## src/rtl/mw_pkg.sv

```systemverilog
package mw_pkg;
  typedef enum logic [2:0] {
    OP_READ  = 3'd0,
    OP_WRITE = 3'd1,
    OP_ERASE = 3'd2,
    OP_WREN  = 3'd3,
    OP_WRDIS = 3'd4,
    OP_ERALL = 3'd5,
    OP_WRALL = 3'd6
  } mw_op_e;

  typedef enum logic [1:0] {
    ERR_NONE    = 2'd0,
    ERR_TIMEOUT = 2'd1,
    ERR_UNSUP   = 2'd2
  } mw_err_e;
endpackage

```

## src/rtl/mw_frame_enc.sv

```systemverilog
module mw_frame_enc
  import mw_pkg::*;
#(
  parameter int ADDR_W = 7,
  parameter int DATA_W = 8,
  localparam int HDR_BITS = 3 + ADDR_W,
  localparam int ALL_BITS = HDR_BITS + DATA_W,
  localparam int LEN_W = $clog2(ALL_BITS + 1)
) (
  input  logic [2:0]          op,
  input  logic [ADDR_W-1:0]   addr,
  input  logic [DATA_W-1:0]   wdata,
  output logic [ALL_BITS-1:0] frame,
  output logic [LEN_W-1:0]    nbits,
  output logic                is_rd,
  output logic                is_prog,
  output logic                hv_only,
  output logic                illegal
);
  localparam logic [ADDR_W-1:0] SUB_WREN  = ADDR_W'(2'b11) << (ADDR_W - 2);
  localparam logic [ADDR_W-1:0] SUB_WRDIS = '0;
  localparam logic [ADDR_W-1:0] SUB_ERALL = ADDR_W'(2'b10) << (ADDR_W - 2);
  localparam logic [ADDR_W-1:0] SUB_WRALL = ADDR_W'(2'b01) << (ADDR_W - 2);

  logic [HDR_BITS-1:0] hdr;
  logic [DATA_W-1:0]   dat;

  always_comb begin
    hdr     = '0;
    dat     = '0;
    nbits   = LEN_W'(HDR_BITS);
    is_rd   = 1'b0;
    is_prog = 1'b0;
    hv_only = 1'b0;
    illegal = 1'b0;
    case (mw_op_e'(op))
      OP_READ: begin
        hdr   = {1'b1, 2'b10, addr};
        nbits = LEN_W'(ALL_BITS);
        is_rd = 1'b1;
      end
      OP_WRITE: begin
        hdr     = {1'b1, 2'b01, addr};
        dat     = wdata;
        nbits   = LEN_W'(ALL_BITS);
        is_prog = 1'b1;
      end
      OP_ERASE: begin
        hdr     = {1'b1, 2'b11, addr};
        is_prog = 1'b1;
      end
      OP_WREN:  hdr = {1'b1, 2'b00, SUB_WREN};
      OP_WRDIS: hdr = {1'b1, 2'b00, SUB_WRDIS};
      OP_ERALL: begin
        hdr     = {1'b1, 2'b00, SUB_ERALL};
        is_prog = 1'b1;
        hv_only = 1'b1;
      end
      OP_WRALL: begin
        hdr     = {1'b1, 2'b00, SUB_WRALL};
        dat     = wdata;
        nbits   = LEN_W'(ALL_BITS);
        is_prog = 1'b1;
        hv_only = 1'b1;
      end
      default: illegal = 1'b1;
    endcase
    frame = {hdr, dat};
  end
endmodule

```

## src/rtl/mw_half_tick.sv

```systemverilog
module mw_half_tick #(
  parameter int HALF_DIV = 50,
  localparam int CW = (HALF_DIV > 1) ? $clog2(HALF_DIV) : 1
) (
  input  logic clk,
  input  logic rst,
  input  logic run,
  output logic tick
);
  logic [CW-1:0] cnt;

  assign tick = run && (cnt == CW'(HALF_DIV - 1));

  always_ff @(posedge clk) begin
    if (rst || !run || tick) cnt <= '0;
    else                     cnt <= cnt + 1'b1;
  end

  generate
    if (HALF_DIV > 1) begin : g_spacing
      // consecutive half-period strobes are never adjacent
      a_r6_tick_gap: assert property (@(posedge clk) disable iff (rst)
        tick |=> !tick);
    end
  endgenerate
endmodule

```

## src/rtl/mw_wait_timer.sv

```systemverilog
module mw_wait_timer #(
  parameter int W = 8
) (
  input  logic         clk,
  input  logic         rst,
  input  logic         en,
  input  logic         clr,
  output logic [W-1:0] count
);
  always_ff @(posedge clk) begin
    if (rst || !en || clr) count <= '0;
    else                   count <= count + 1'b1;
  end
endmodule

```

## src/rtl/mw_eeprom_ctrl.sv

```systemverilog
module mw_eeprom_ctrl
  import mw_pkg::*;
#(
  parameter int HALF_DIV    = 50,
  parameter int GAP_CYC     = 25,
  parameter int TIMEOUT_CYC = 500000,
  parameter int ADDR_W      = 7,
  parameter int DATA_W      = 8
) (
  input  logic              clk,
  input  logic              rst,
  input  logic              req_valid,
  output logic              req_ready,
  input  logic [2:0]        req_op,
  input  logic [ADDR_W-1:0] req_addr,
  input  logic [DATA_W-1:0] req_wdata,
  input  logic              hv_mode,
  output logic              done,
  output logic [DATA_W-1:0] rdata,
  output logic [1:0]        err,
  output logic              mw_cs,
  output logic              mw_sk,
  output logic              mw_do,
  input  logic              mw_di
);
  localparam int HDR_BITS = 3 + ADDR_W;
  localparam int ALL_BITS = HDR_BITS + DATA_W;
  localparam int LEN_W    = $clog2(ALL_BITS + 1);
  localparam int TMAX     = (GAP_CYC > TIMEOUT_CYC) ? GAP_CYC : TIMEOUT_CYC;
  localparam int TW       = $clog2(TMAX + 1);
  localparam logic [TW-1:0] GAP_LAST = TW'(GAP_CYC - 1);
  localparam logic [TW-1:0] TO_LAST  = TW'(TIMEOUT_CYC - 1);

  typedef enum logic [2:0] {S_IDLE, S_SHIFT, S_TAIL, S_GAP, S_POLL} st_e;

  st_e                st;
  logic [ALL_BITS-1:0] shreg;
  logic [LEN_W-1:0]   bitpos, nbits_q;
  logic               rd_q, prog_q;
  logic [DATA_W-1:0]  rx;
  logic               cs_q, sk_q, do_q, done_q;
  logic [DATA_W-1:0]  rdata_q;
  mw_err_e            err_q;

  logic [ALL_BITS-1:0] enc_frame;
  logic [LEN_W-1:0]    enc_nbits;
  logic                enc_rd, enc_prog, enc_hv, enc_bad;
  logic                tick;
  logic [TW-1:0]       tcount;
  logic                gap_hit;

  mw_frame_enc #(.ADDR_W(ADDR_W), .DATA_W(DATA_W)) u_enc (
    .op(req_op), .addr(req_addr), .wdata(req_wdata),
    .frame(enc_frame), .nbits(enc_nbits), .is_rd(enc_rd),
    .is_prog(enc_prog), .hv_only(enc_hv), .illegal(enc_bad)
  );

  mw_half_tick #(.HALF_DIV(HALF_DIV)) u_tick (
    .clk(clk), .rst(rst),
    .run(st == S_SHIFT || st == S_TAIL),
    .tick(tick)
  );

  assign gap_hit = (st == S_GAP) && (tcount == GAP_LAST);

  mw_wait_timer #(.W(TW)) u_timer (
    .clk(clk), .rst(rst),
    .en(st == S_GAP || st == S_POLL),
    .clr(gap_hit),
    .count(tcount)
  );

  assign req_ready = (st == S_IDLE) && !done_q;
  assign done  = done_q;
  assign rdata = rdata_q;
  assign err   = err_q;
  assign mw_cs = cs_q;
  assign mw_sk = sk_q;
  assign mw_do = do_q;

  always_ff @(posedge clk) begin
    if (rst) begin
      st      <= S_IDLE;
      shreg   <= '0;
      bitpos  <= '0;
      nbits_q <= '0;
      rd_q    <= 1'b0;
      prog_q  <= 1'b0;
      rx      <= '0;
      cs_q    <= 1'b0;
      sk_q    <= 1'b0;
      do_q    <= 1'b0;
      done_q  <= 1'b0;
      rdata_q <= '0;
      err_q   <= ERR_NONE;
    end else begin
      done_q <= 1'b0;
      case (st)
        S_IDLE: begin
          if (req_valid && req_ready) begin
            if (enc_bad || (enc_hv && !hv_mode)) begin
              done_q  <= 1'b1;
              err_q   <= ERR_UNSUP;
              rdata_q <= '0;
            end else begin
              shreg   <= enc_frame;
              nbits_q <= enc_nbits;
              rd_q    <= enc_rd;
              prog_q  <= enc_prog;
              bitpos  <= '0;
              rx      <= '0;
              do_q    <= enc_frame[ALL_BITS-1];
              cs_q    <= 1'b1;
              sk_q    <= 1'b0;
              st      <= S_SHIFT;
            end
          end
        end
        S_SHIFT: begin
          if (tick) begin
            if (!sk_q) begin
              sk_q <= 1'b1;
            end else begin
              sk_q <= 1'b0;
              // late-edge capture of read data
              if (rd_q && bitpos >= LEN_W'(HDR_BITS))
                rx <= {rx[DATA_W-2:0], mw_di};
              if (bitpos == nbits_q - 1'b1) begin
                do_q <= 1'b0;
                st   <= S_TAIL;
              end else begin
                bitpos <= bitpos + 1'b1;
                shreg  <= shreg << 1;
                do_q   <= shreg[ALL_BITS-2];
              end
            end
          end
        end
        S_TAIL: begin
          if (tick) begin
            cs_q <= 1'b0;
            if (prog_q) begin
              st <= S_GAP;
            end else begin
              done_q  <= 1'b1;
              err_q   <= ERR_NONE;
              rdata_q <= rd_q ? rx : '0;
              st      <= S_IDLE;
            end
          end
        end
        S_GAP: begin
          if (gap_hit) begin
            cs_q <= 1'b1;
            st   <= S_POLL;
          end
        end
        S_POLL: begin
          if (mw_di || tcount == TO_LAST) begin
            cs_q    <= 1'b0;
            done_q  <= 1'b1;
            err_q   <= mw_di ? ERR_NONE : ERR_TIMEOUT;
            rdata_q <= '0;
            st      <= S_IDLE;
          end
        end
        default: st <= S_IDLE;
      endcase
    end
  end

  // clock only toggles while the device is selected
  a_r5_sk_needs_cs: assert property (@(posedge clk) disable iff (rst)
    !mw_cs |-> !mw_sk);
  // data-out holds across the high phase of the clock
  a_r5_do_stable: assert property (@(posedge clk) disable iff (rst)
    (mw_sk && $past(mw_sk)) |-> $stable(mw_do));
  // done lasts exactly one cycle
  a_r9_single_done: assert property (@(posedge clk) disable iff (rst)
    done |=> !done);
  // an idle controller leaves the bus quiet
  a_r9_ready_quiet: assert property (@(posedge clk) disable iff (rst)
    req_ready |-> (!mw_cs && !mw_sk));
  // select is released whenever completion is reported
  a_r7_done_release: assert property (@(posedge clk) disable iff (rst)
    done |-> !mw_cs);
endmodule

```

## config.mk

```make
export PLATFORM = sky130hd
export DESIGN_NAME = mw_eeprom_ctrl
export DESIGN_NICKNAME = d
export VERILOG_FILES = /design/src/rtl/mw_pkg.sv /design/src/rtl/mw_frame_enc.sv /design/src/rtl/mw_half_tick.sv /design/src/rtl/mw_wait_timer.sv /design/src/rtl/mw_eeprom_ctrl.sv
export SDC_FILE = /design/constraint.sdc
export NUM_CORES = 1
export LEC_CHECK = 0
export ABC_CLOCK_PERIOD_IN_PS = 2200
export CORE_MARGIN = 2
export CORE_UTILIZATION = 56
export DETAILED_ROUTE_END_ITERATION = 8
export PLACE_DENSITY = 0.77
export SKIP_CTS_REPAIR_TIMING = 1
export SLEW_MARGIN = 20
export SYNTH_ARGS = -nofsm -noshare
export SYNTH_HDL_FRONTEND = slang
export SYNTH_SLANG_ARGS = --single-unit
```

## constraint.sdc

```tcl
create_clock -name clk -period 2.2 [get_ports clk]
set_input_delay 0.33 -clock clk [delete_from_list [all_inputs] [get_ports clk]]
set_output_delay 0.33 -clock clk [all_outputs]
set_load 0.01 [all_outputs]
```

==> parameters.txt, run 1 <==
Parameter                              Value

Status
  Status ... finished, final reports clean

Setup path
  Critical path class ... reg -> reg
  Startpoint Class ... register
  Reg-to-reg slack, setup ... about 120 ps
  Worst flop-to-flop path startpoint ... st[1]
  Type of element capturing the critical path ... register
  Critical Path Fanout Max ... 16
  Data required time of the critical path ... between 2000 and 2500 ps
  Worst path arrival time ... between 2000 and 2500 ps
  Logic depth of the worst register-to-register path ... 8
  Worst r2r dst ... rdata[0]

Synthesis
  Compound-cell area share of the yosys netlist ... around 18%
  Post-synth EDFFs ... 0
  Nets in the synthesized netlist ... 448
  Main combinational cell family by area after synthesis ... simple AND/OR/NAND/NOR gates
  Share of synthesized cell area in full adder, half adder and majority cells ... roughly 2.4%
  Number of synthesized register bits ... 77
  Top area cells in the synthesized netlist ... dfxtp_1, nor2_1, nand3_1
  Fraction of synthesized area in multiplexers ... 0.555%
  Post-synthesis share of cell area spent on xor and xnor gates ... 6.70%
  Synth Instances ... 418
  Fraction of registers with async set or reset after synthesis ... 0%
  Cell taking the most area after synthesis ... dfxtp_1
  Cell area after synthesis ... approximately 3600 µm²
  Share of the synthesized area in the top cell type ... between 40 and 50%
  Top FF cell, synth ... dfxtp_1
  Portion of the post-synthesis area used by sequential elements ... between 40% and 50%
  Distinct cell type count of the synthesized netlist ... 55
  Syn avg cell area ... 8.63 µm²
  Simple logic cell fraction of the synthesized area ... around a quarter
  Number of synthesis warnings ... 0

Cells and area
  Antenna cells ... 0
  Layout net count ... between 400 and 500
  Area Overhead vs Synth ... 21.0%
  Ratio of cells with drive above 1 in the final layout ... a little over a tenth
  Most common library cell in the layout ignoring fill and taps ... dfxtp_1
  Commonest non-fill, non-tap cells in the layout ... dfxtp_1, nor2_1, clkdlybuf4s50_1
  Total of fill cells in the finished design ... approximately 510
  Post-route core utilization ... a little over two thirds
  Final instance area ... ~4400 µm²

Routing
  Number of DRC markers in iteration 0 ... 180
  Routed wire length ... 7.73 mm
  Total length of routed met2 wires ... 3.70 mm
  ANT nets after route ... 0
  Uppermost layer routed ... met4
  Sum of routed wire segments on met1 ... 3.58 mm
  Detailed-route vias per instance ... approximately 5.7
  First-pass DRT Iterations ... 5
  Final routed DRC violation total ... 0
  Routed wire length on met3 ... between 300 and 400 µm
  Count of vias placed by the detailed router ... about 3100
  Wirelength per Cell ... ~14 µm

Clock tree
  CTS root buf ... clkbuf_8
  Number of buffers added by the clock tree synthesis step ... 9
  CTS sink count ... just under 80
  Maximum buffer depth of the clock tree ... 2
  Clk Latency, worst-skew pair ... around 340 ps
  Clock tree from TritonCTS ... built
  Clock input transition at the sequential cells of the worst setup and hold paths ... roughly 70 ps
  Number of levels in the clock H-tree ... 3

STA
  Final Hold Fails ... 0
  Final Critical Period ... approximately 2100 ps
  Total count of max-transition violations in the final report ... 0
  Total negative slack ... 0 ps
  Rel. slew slack ... roughly three fifths
  Fraction of the cycle the final worst path needs ... 94.6%
  Transition at the pin with the smallest max-transition slack ... a little under 600 ps
  Final setup violation count ... 0
  Max Clock Skew ... between 6 and 7 ps
  Peak clock frequency supported by timing ... 0.480 GHz

Power and ir drop
  Reported leakage power ... between 1.5 and 2 nW
  Peak supply drop ... around 480 µV
  Power per standard cell area ... about 640 nW/µm²
  Post-layout total power ... 2.77 mW

GRT
  Global Route Usage Sum ... between 20% and 30%
  Initial antenna violation count ... 0
  Maximum number of pins on one net before global-route repair ... 36
  Total global routing overflow ... 0
  Wire length of the first global-routing pass ... 13.2 mm
  Via count of the first global-routing pass ... between 3000 and 4000

Floorplan
  Total I/O pin count ... 38
  Total core area ... approximately 6300 µm²
  Height of the chip ... about 84 µm
  DIE WIDTH ... between 80 and 90 µm
  Std-Cell Rows ... 29
  Starting density of the core ... a little under three fifths
  Die Outline Area ... approximately 7100 µm²

Min path
  Launch instance of the worst min-delay path ... rx[7]
  Number of stages on the worst hold path ... 2
  Worst hold path type ... reg -> reg
  Worst Hold Endpoint ... rdata[7]

Placement
  Half-perimeter wire length after placement ... between 5 and 6 mm
  Area after detailed placement ... around 4200 µm²
  GP Congestion ... 0.811
  Number of buffers inserted by port buffering ... 37

Run
  Number of maximum-capacitance violations ... 0
routing by layer:
metal / GRT usage, % / vias up
li1: - / 1574
met1: 29.1 / 1459
met2: 37.7 / 70
met3: 7.08 / 6
met4: 5.72 / 0
met5: 0 / -
cells in the mapped netlist, types with 3 or more instances:
library cell,count
dfxtp_1,77
nor2_1,66
nand2_1,32
nand3_1,25
a21oi_1,16
inv_1,14
clkbuf_1,13
xnor2_1,13
xor2_1,12
nor3_1,10
a211oi_1,9
nand3b_1,9
a22o_1,8
a311oi_1,8
o21ai_1,8
a21o_1,7
ha_1,7
a22oi_1,6
buf_2,6
o21ai_0,6
and3_1,5
nor4_1,5
and2_1,4
nand4_1,4
a31oi_1,3
o2111ai_1,3
or3_1,3
through the flow:
step                hold WS [ps]  instances  setup WS (ps)
floorplan                    429        418            255
global placement             446        533          -91.7
detailed placement           450        533           -166
CTS                          469        548          -16.7
global route                 485        548          -8.70
finish                       465        548            118
layout make-up:
cell class                      instances  area, µm²  area share (%)
Multi-Input combinational cell        302       1920            44.0
Sequential cell                        77       1540            35.3
Timing Repair Buffer                   63        581            13.3
Clock buffer                           13        139            3.18
Tap cell                               77       96.3            2.21
Inverter                               14       52.6            1.20
Clock inverter                          2       35.0           0.803
cell families after synthesis:
group,after synthesis
mux,2
buf+inv,39
compound gates,87
xor+xnor,26
simple gates,180
fa+ha+maj,7
flops,77
critical path: stages (launching register included):
cell	delay [ps]
dfxtp_1	380
buf_4	180
or3b_2	480
nor2_1	230
o41ai_4	170
nand4b_4	170
buf_4	220
nand3b_1	90
o21ai_1	80
sequential cells by signal (all words and copies together) (netlist names):
register,count
u_timer.count,19
shreg,17
rdata,8
rx,8
u_tick.cnt,6
bitpos,5
nbits_q,3
st,3
err,2
done,1
mw_cs,1
mw_do,1
mw_sk,1
prog_q,1
rd_q,1
power breakdown:
| part | switching (mW) | internal, mW |
|---|---|---|
| clock | 0.468 | 0.519 |
| combinational | 0.165 | 0.158 |
| sequential | 0.0270 | 1.44 |
| total | 0.660 | 2.11 |
worst max-delay path by stage:
stage                     start        to  slack [ps]  cells after the start
2_1_floorplan  u_timer.count[6]  rdata[5]         250                      7
3_3_place_gp          req_op[1]     rx[1]         -90                      7
3_5_place_dp          req_op[1]     rx[7]        -170                      7
4_1_cts        u_timer.count[6]  rdata[0]         -20                      7
5_1_grt                   st[1]  rdata[2]          -9                      8
6_report                  st[1]  rdata[0]         120                      8
(Power assumes the default switching activity.)
==> inputs of run 2 (changes only) <==
--- a/config.mk
+++ b/config.mk
@@ -6,7 +6,6 @@
 export NUM_CORES = 1
 export LEC_CHECK = 0
 export ABC_CLOCK_PERIOD_IN_PS = 2200
-export CORE_MARGIN = 2
 export CORE_UTILIZATION = 56
 export DETAILED_ROUTE_END_ITERATION = 8
 export PLACE_DENSITY = 0.77
==> parameters.txt, run 2 (synthesis gave the netlist of run 1 again) <==
Parameter                              Value

STA
  Final setup violation count ... 0 (unchanged)
  Total count of max-transition violations in the final report ... 0 (unchanged)
  Hold_ws ... 463 ps (-1.84 ps)
  RSZ-0062 raised after global routing ... false
  Transition at the pin with the smallest max-transition slack ... 540 ps (-41.7 ps)
  Final worst setup slack ... 204 ps (+85.9 ps)
  Fraction of the cycle the final worst path needs ... 90.7% (-3.9 points)
  Peak clock frequency supported by timing ... 0.501 GHz (+4.3%)
  Max Clock Skew ... 12.4 ps (+5.65 ps)
  Final Hold Fails ... 0 (unchanged)
  Rel. slew slack ... 63.5% (+2.8 points)
  Final Critical Period ... 2000 ps (-85.9 ps)

Setup path
  Startpoint Class ... register
  Worst r2r dst ... bitpos[3]
  Critical Path Fanout Max ... 6 (-10)
  Critical path endpoint ... bitpos[3]
  Data required time of the critical path ... 2510 ps (+40 ps)
  Critical path class ... reg -> reg
  Worst flop-to-flop path startpoint ... nbits_q[1]
  Crit path from ... nbits_q[1]
  Reg-to-reg slack, setup ... 200 ps (+90 ps)
  Type of element capturing the critical path ... register
  Worst path arrival time ... 2300 ps (-60 ps)
  Logic depth of the worst register-to-register path ... 8 (unchanged)

GRT
  Total global routing overflow ... 0 (unchanged)
  Via count of the first global-routing pass ... 2829 (-6.3%)
  Maximum number of pins on one net before global-route repair ... 36 (unchanged)
  Wire length of the first global-routing pass ... 12.4 mm (-6.2%)
  Most Used Layer, Global Route ... met2
  Global Route Usage Sum ... 24.1% (+1.3 points)
  Met3 track utilization from global routing ... 4.07% (-3.0 points)
  Initial antenna violation count ... 0 (unchanged)
  Global Route met2 Usage ... 39.3% (+1.5 points)
  Met1 usage ... 30.9% (+1.8 points)

Placement
  Setup slack at placement ... -156 ps (+9.94 ps)
  GP Congestion ... 0.853 (+5.1%)
  Number of buffers inserted by port buffering ... 37 (unchanged)
  Half-perimeter wire length after placement ... 5.43 mm (-1.8%)

Cells and area
  Largest registers ... u_timer.count: 19 flops, shreg: 17 flops
  Max reg flops ... 19 (unchanged)
  Most flop-heavy register ... u_timer.count
  Most common library cell in the layout ignoring fill and taps ... dfxtp_1
  Ratio of cells with drive above 1 in the final layout ... 11.4% (+0.99 points)
  Total of fill cells in the finished design ... 465 (-9.5%)
  Area Overhead vs Synth ... 22.3%
  Area of the multi-input gates ... 1910 µm² (-0.39%)
  Area taken by flip-flops and latches ... 1540 µm² (unchanged)
  Antenna cells ... 0 (unchanged)
  Layout net count ... 499 (+0.40%)
  Commonest non-fill, non-tap cells in the layout ... dfxtp_1, nor2_1, clkdlybuf4s50_1

Min path
  Number of stages on the worst hold path ... 2 (unchanged)
  Worst hold path type ... reg -> reg

Power and ir drop
  Power per standard cell area ... 669 nW/µm² (+5.4%)
  Reported leakage power ... 1.57 nW (+1.6%)
  Peak supply drop ... 532 µV (+11%)

Clock tree
  CTS root buf ... clkbuf_8
  Maximum buffer depth of the clock tree ... 2 (unchanged)
  Clock input transition at the sequential cells of the worst setup and hold paths ... 80 ps (about the same)
  Number of buffers added by the clock tree synthesis step ... 9 (unchanged)
  CTS sink count ... 77 (unchanged)
  Number of levels in the clock H-tree ... 3 (unchanged)
  Clock tree from TritonCTS ... built
  Clk Latency, worst-skew pair ... 360 ps (+20 ps)

Floorplan
  Die Outline Area ... 6760 µm² (-4.7%)
  Total I/O pin count ... 38 (unchanged)
  Height of the chip ... 82.2 µm (-2.4%)
  DIE WIDTH ... 82.2 µm (-2.4%)
  Std-Cell Rows ... 28 (-3.4%)
  Starting density of the core ... 59.5% (+2.1 points)
  Total core area ... 6060 µm² (-3.4%)

Status
  Status ... finished, final reports clean

Run
  Number of maximum-capacitance violations ... 0 (unchanged)

Routing
  ANT nets after route ... 0 (unchanged)
  Routed wire length ... 7.82 mm (+1.2%)
  First-pass DRT Iterations ... 4 (-1)
  Detailed-route vias per instance ... 5.69 (+0.27%)
  Number of DRC markers in iteration 0 ... 247 (+37%)
  Wirelength per Cell ... 14.2 µm (+1.1%)
  Final routed DRC violation total ... 0 (unchanged)
  Count of vias placed by the detailed router ... 3123 (+0.45%)
run 2: changes by cell type in the layout (fill, tap and decap cells not counted), sizes merged:
cell,before,now
clkinv,1,3
clkbuf,13,9
buf,26,28
bufinv,1,2
clkinvlp,0,2
run 2: how the worst min path moves through the flow:
stage / to / startpoint
after floorplan: rdata[7] / rx[7]
after global placement: u_tick.cnt[0] / u_tick.cnt[0]
after detailed placement: shreg[0] / shreg[0]
after CTS: rdata[6] / rx[6]
after global routing: mw_do / mw_do
final: rdata[5] / rx[5]
run 2: metal layers:
metal | wire length, µm | vias to the layer above
li1 | - | 1581
met1 | 3880 | 1461
met2 | 3520 | 68
met3 | 323 | 13
met4 | 104 | 0
met5 | 0 | -
run 2: power by group:
part	leakage, nW	total, mW	internal (mW)	switching (mW)
combinational	0.845	0.322	0.159	0.163
sequential	0.625	1.46	1.44	0.0262
clock	0.105	1.17	0.632	0.535
run 2: layout make-up:
type | count | area share (%)
flip-flops and latches | 77 | 35.0
inverters | 14 | 1.19
well taps | 75 | 2.13
clock buffers | 9 | 2.81
clock inverters | 7 | 2.04
repair buffers | 65 | 13.5
multi-input cells | 302 | 43.4
run 2: worst max-delay path, cell delays in order (launching register included):
cell       delay, ps
dfxtp_1          350
inv_1             60
ha_1             300
xor2_1           150
o2111ai_1        140
buf_4            190
or3b_2           470
nor3_1           190
a21o_1           110
run 2: stage by stage:
stage	cells	setup TNS, ps	area (µm²)	util [%]	total power [mW]
after detailed placement	533	-4040	4170	68.8	1.81
after global placement	533	-1800	4170	68.8	1.81
after floorplan	418	0	3610	-	1.68
after global routing	549	0	4410	72.7	3.05
after CTS	549	-119	4390	72.4	2.97
final	549	0	4410	72.7	2.95
==> inputs of run 3 (changes only) <==
--- a/config.mk
+++ b/config.mk
@@ -6,9 +6,10 @@
 export NUM_CORES = 1
 export LEC_CHECK = 0
 export ABC_CLOCK_PERIOD_IN_PS = 2200
+export CORE_MARGIN = 5
 export CORE_UTILIZATION = 56
 export DETAILED_ROUTE_END_ITERATION = 8
-export PLACE_DENSITY = 0.77
+export PLACE_DENSITY_LB_ADDON = 0.15
 export SKIP_CTS_REPAIR_TIMING = 1
 export SLEW_MARGIN = 20
 export SYNTH_ARGS = -nofsm -noshare
==> parameters.txt, run 3 (synthesis gave the netlist of run 1 again) <==
Parameter                              Value

Status
  Status ... finished, final reports clean

STA
  Final Hold Fails ... 0 (unchanged)
  Rel. slew slack ... 62.1% (-1.4 points)
  Fraction of the cycle the final worst path needs ... 95.5% (+4.7 points)
  Final setup violation count ... 0 (unchanged)
  RSZ-0062 raised after global routing ... false
  Max Clock Skew ... 7.28 ps (-5.09 ps)
  Peak clock frequency supported by timing ... 0.476 GHz (-5.0%)
  Total count of max-transition violations in the final report ... 0 (unchanged)
  Total negative slack ... 0 ps (unchanged)
  Hold_ws ... 469 ps (+5.80 ps)
  Transition at the pin with the smallest max-transition slack ... 561 ps (+21.3 ps)
  Final Critical Period ... 2100 ps (+104 ps)

Cells and area
  Largest registers ... u_timer.count: 19 flops, shreg: 17 flops
  Most common library cell in the layout ignoring fill and taps ... dfxtp_1
  Antenna cells ... 0 (unchanged)
  Area Overhead vs Synth ... 21.5%
  Layout net count ... 496 (-0.60%)
  Commonest non-fill, non-tap cells in the layout ... dfxtp_1, nor2_1, clkdlybuf4s50_1
  Most flop-heavy register ... u_timer.count
  Post-route core utilization ... 69.4% (-3.3 points)
  Ratio of cells with drive above 1 in the final layout ... 11.0% (-0.35 points)
  Max reg flops ... 19 (unchanged)
  Total of fill cells in the finished design ... 532 (+14%)
  Final instance area ... 4380 µm² (-0.60%)

Placement
  Number of buffers inserted by port buffering ... 37 (unchanged)
  GP Congestion ... 0.852 (about the same)
  Half-perimeter wire length after placement ... 5.62 mm (+3.4%)
  Area after detailed placement ... 4150 µm² (-0.48%)

Routing
  First-pass DRT Iterations ... 4 (unchanged)
  Routed wire length ... 7.76 mm (-0.82%)
  Detailed-route vias per instance ... 5.59 (-1.6%)
  Count of vias placed by the detailed router ... 3066 (-1.8%)
  Number of DRC markers in iteration 0 ... 154 (-38%)
  Wirelength per Cell ... 14.2 µm (-0.64%)
  Final routed DRC violation total ... 0 (unchanged)
  ANT nets after route ... 0 (unchanged)

Clock tree
  Number of levels in the clock H-tree ... 3 (unchanged)
  Number of buffers added by the clock tree synthesis step ... 9 (unchanged)
  CTS sink count ... 77 (unchanged)
  CTS root buf ... clkbuf_8
  Clock input transition at the sequential cells of the worst setup and hold paths ... 80 ps (about the same)
  Clock tree from TritonCTS ... built
  Maximum buffer depth of the clock tree ... 2 (unchanged)
  Clk Latency, worst-skew pair ... 350 ps (about the same)

Power and ir drop
  Power per standard cell area ... 671 nW/µm² (+0.33%)
  Post-layout total power ... 2.94 mW (-0.27%)
  Reported leakage power ... 1.56 nW (-0.89%)
  Peak supply drop ... 595 µV (+12%)

Setup path
  Critical path class ... reg -> out
  Worst r2r dst ... rdata[3]
  Max stage delay cell, worst path ... clkdlybuf4s50_1
  Worst path arrival time ... 1770 ps (-530 ps)
  Startpoint Class ... register
  Max incr delay on CP ... 550 ps (+80 ps)
  Cells along the critical path ... or3_4 -> nor2_1 -> clkdlybuf4s50_1
  WP buf/inv ... 1 (-1)
  Critical Path Fanout Max ... 5 (-1)
  Type of element capturing the critical path ... output pin
  Reg-to-reg slack, setup ... 190 ps (about the same)
  Worst flop-to-flop path startpoint ... u_timer.count[5]
  Logic depth of the worst register-to-register path ... 8 (unchanged)
  Top Family by Delay on Critical Path ... buffers and inverters
  Data required time of the critical path ... 1870 ps (-640 ps)

Floorplan
  Std-Cell Rows ... 29 (+3.6%)
  DIE WIDTH ... 90.2 µm (+9.7%)
  Starting density of the core ... 57.1% (-2.4 points)
  Total I/O pin count ... 38 (unchanged)
  Die Outline Area ... 8140 µm² (+20%)
  Total core area ... 6310 µm² (+4.2%)
  Height of the chip ... 90.2 µm (+9.7%)

Min path
  Worst hold path type ... reg -> reg
  Worst Hold Endpoint ... rdata[7]
  Number of stages on the worst hold path ... 2 (unchanged)
  Launch instance of the worst min-delay path ... rx[7]

GRT
  Maximum number of pins on one net before global-route repair ... 36 (unchanged)
  Initial antenna violation count ... 0 (unchanged)
  Via count of the first global-routing pass ... 2876 (+1.7%)
  Wire length of the first global-routing pass ... 13.5 mm (+8.9%)
  Total global routing overflow ... 0 (unchanged)
  Global Route Usage Sum ... 19.8% (-4.2 points)

Run
  Number of maximum-capacitance violations ... 0 (unchanged)
[run 3: cell count changes in the layout (fill, tap and decap cells not counted), sizes merged]
cell,previous run,this run
buf,28,25
clkinvlp,2,0
clkbuf,9,10
clkdlybuf4s50,36,37
clkinv,3,4
dlymetal6s2s,1,0
[run 3: metal layers]
layer | track usage [%] | vias to the layer above | part of all wire [%]
met2 | 30.2 | 53 | 46
li1 | - | 1574 | -
met4 | 5.58 | 0 | 1.0
met1 | 27.2 | 1431 | 49
met5 | 0 | - | 0
met3 | 6.01 | 8 | 4.2
[run 3: worst min-delay path: stages (launching register included)]
cell and delay [ps]:
dfxtp_1 320, nand2_1 60, o21ai_1 50
[run 3: worst max path at each step]
stage                     start   endpoint  slack, ps  depth (start not counted)
6_report                  st[1]  req_ready        100                          3
3_5_place_dp          req_op[1]      rx[7]       -190                          7
4_1_cts               bitpos[0]      rx[1]         20                          7
3_3_place_gp          req_op[1]  shreg[13]       -110                          8
5_1_grt        u_timer.count[5]   rdata[2]          2                          8
2_1_floorplan  u_timer.count[6]   rdata[5]        250                          7
[run 3: through the flow]
stage	instances	setup slack, ps
2_1_floorplan	418	255
3_3_place_gp	532	-109
3_5_place_dp	532	-190
4_1_cts	548	18.6
5_1_grt	548	2.09
6_report	548	99.8
[run 3: final cells by class]
cell class                 instances  area (µm²)  area share (%)
clock buffer                      10         128            2.91
clock inverter                     6        87.6            2.00
inverter                          14        52.6            1.20
multi-input combinational        302        1910            43.5
sequential                        77        1540            35.2
tap                               77        96.3            2.20
timing repair buffer              62         571            13.0
[run 3: report_power, final]
group          total, mW  leakage [nW]  switching [mW]  internal (mW)
registers           1.46         0.625          0.0265           1.43
logic              0.320         0.825           0.164          0.157
clock network       1.16         0.110           0.521          0.639
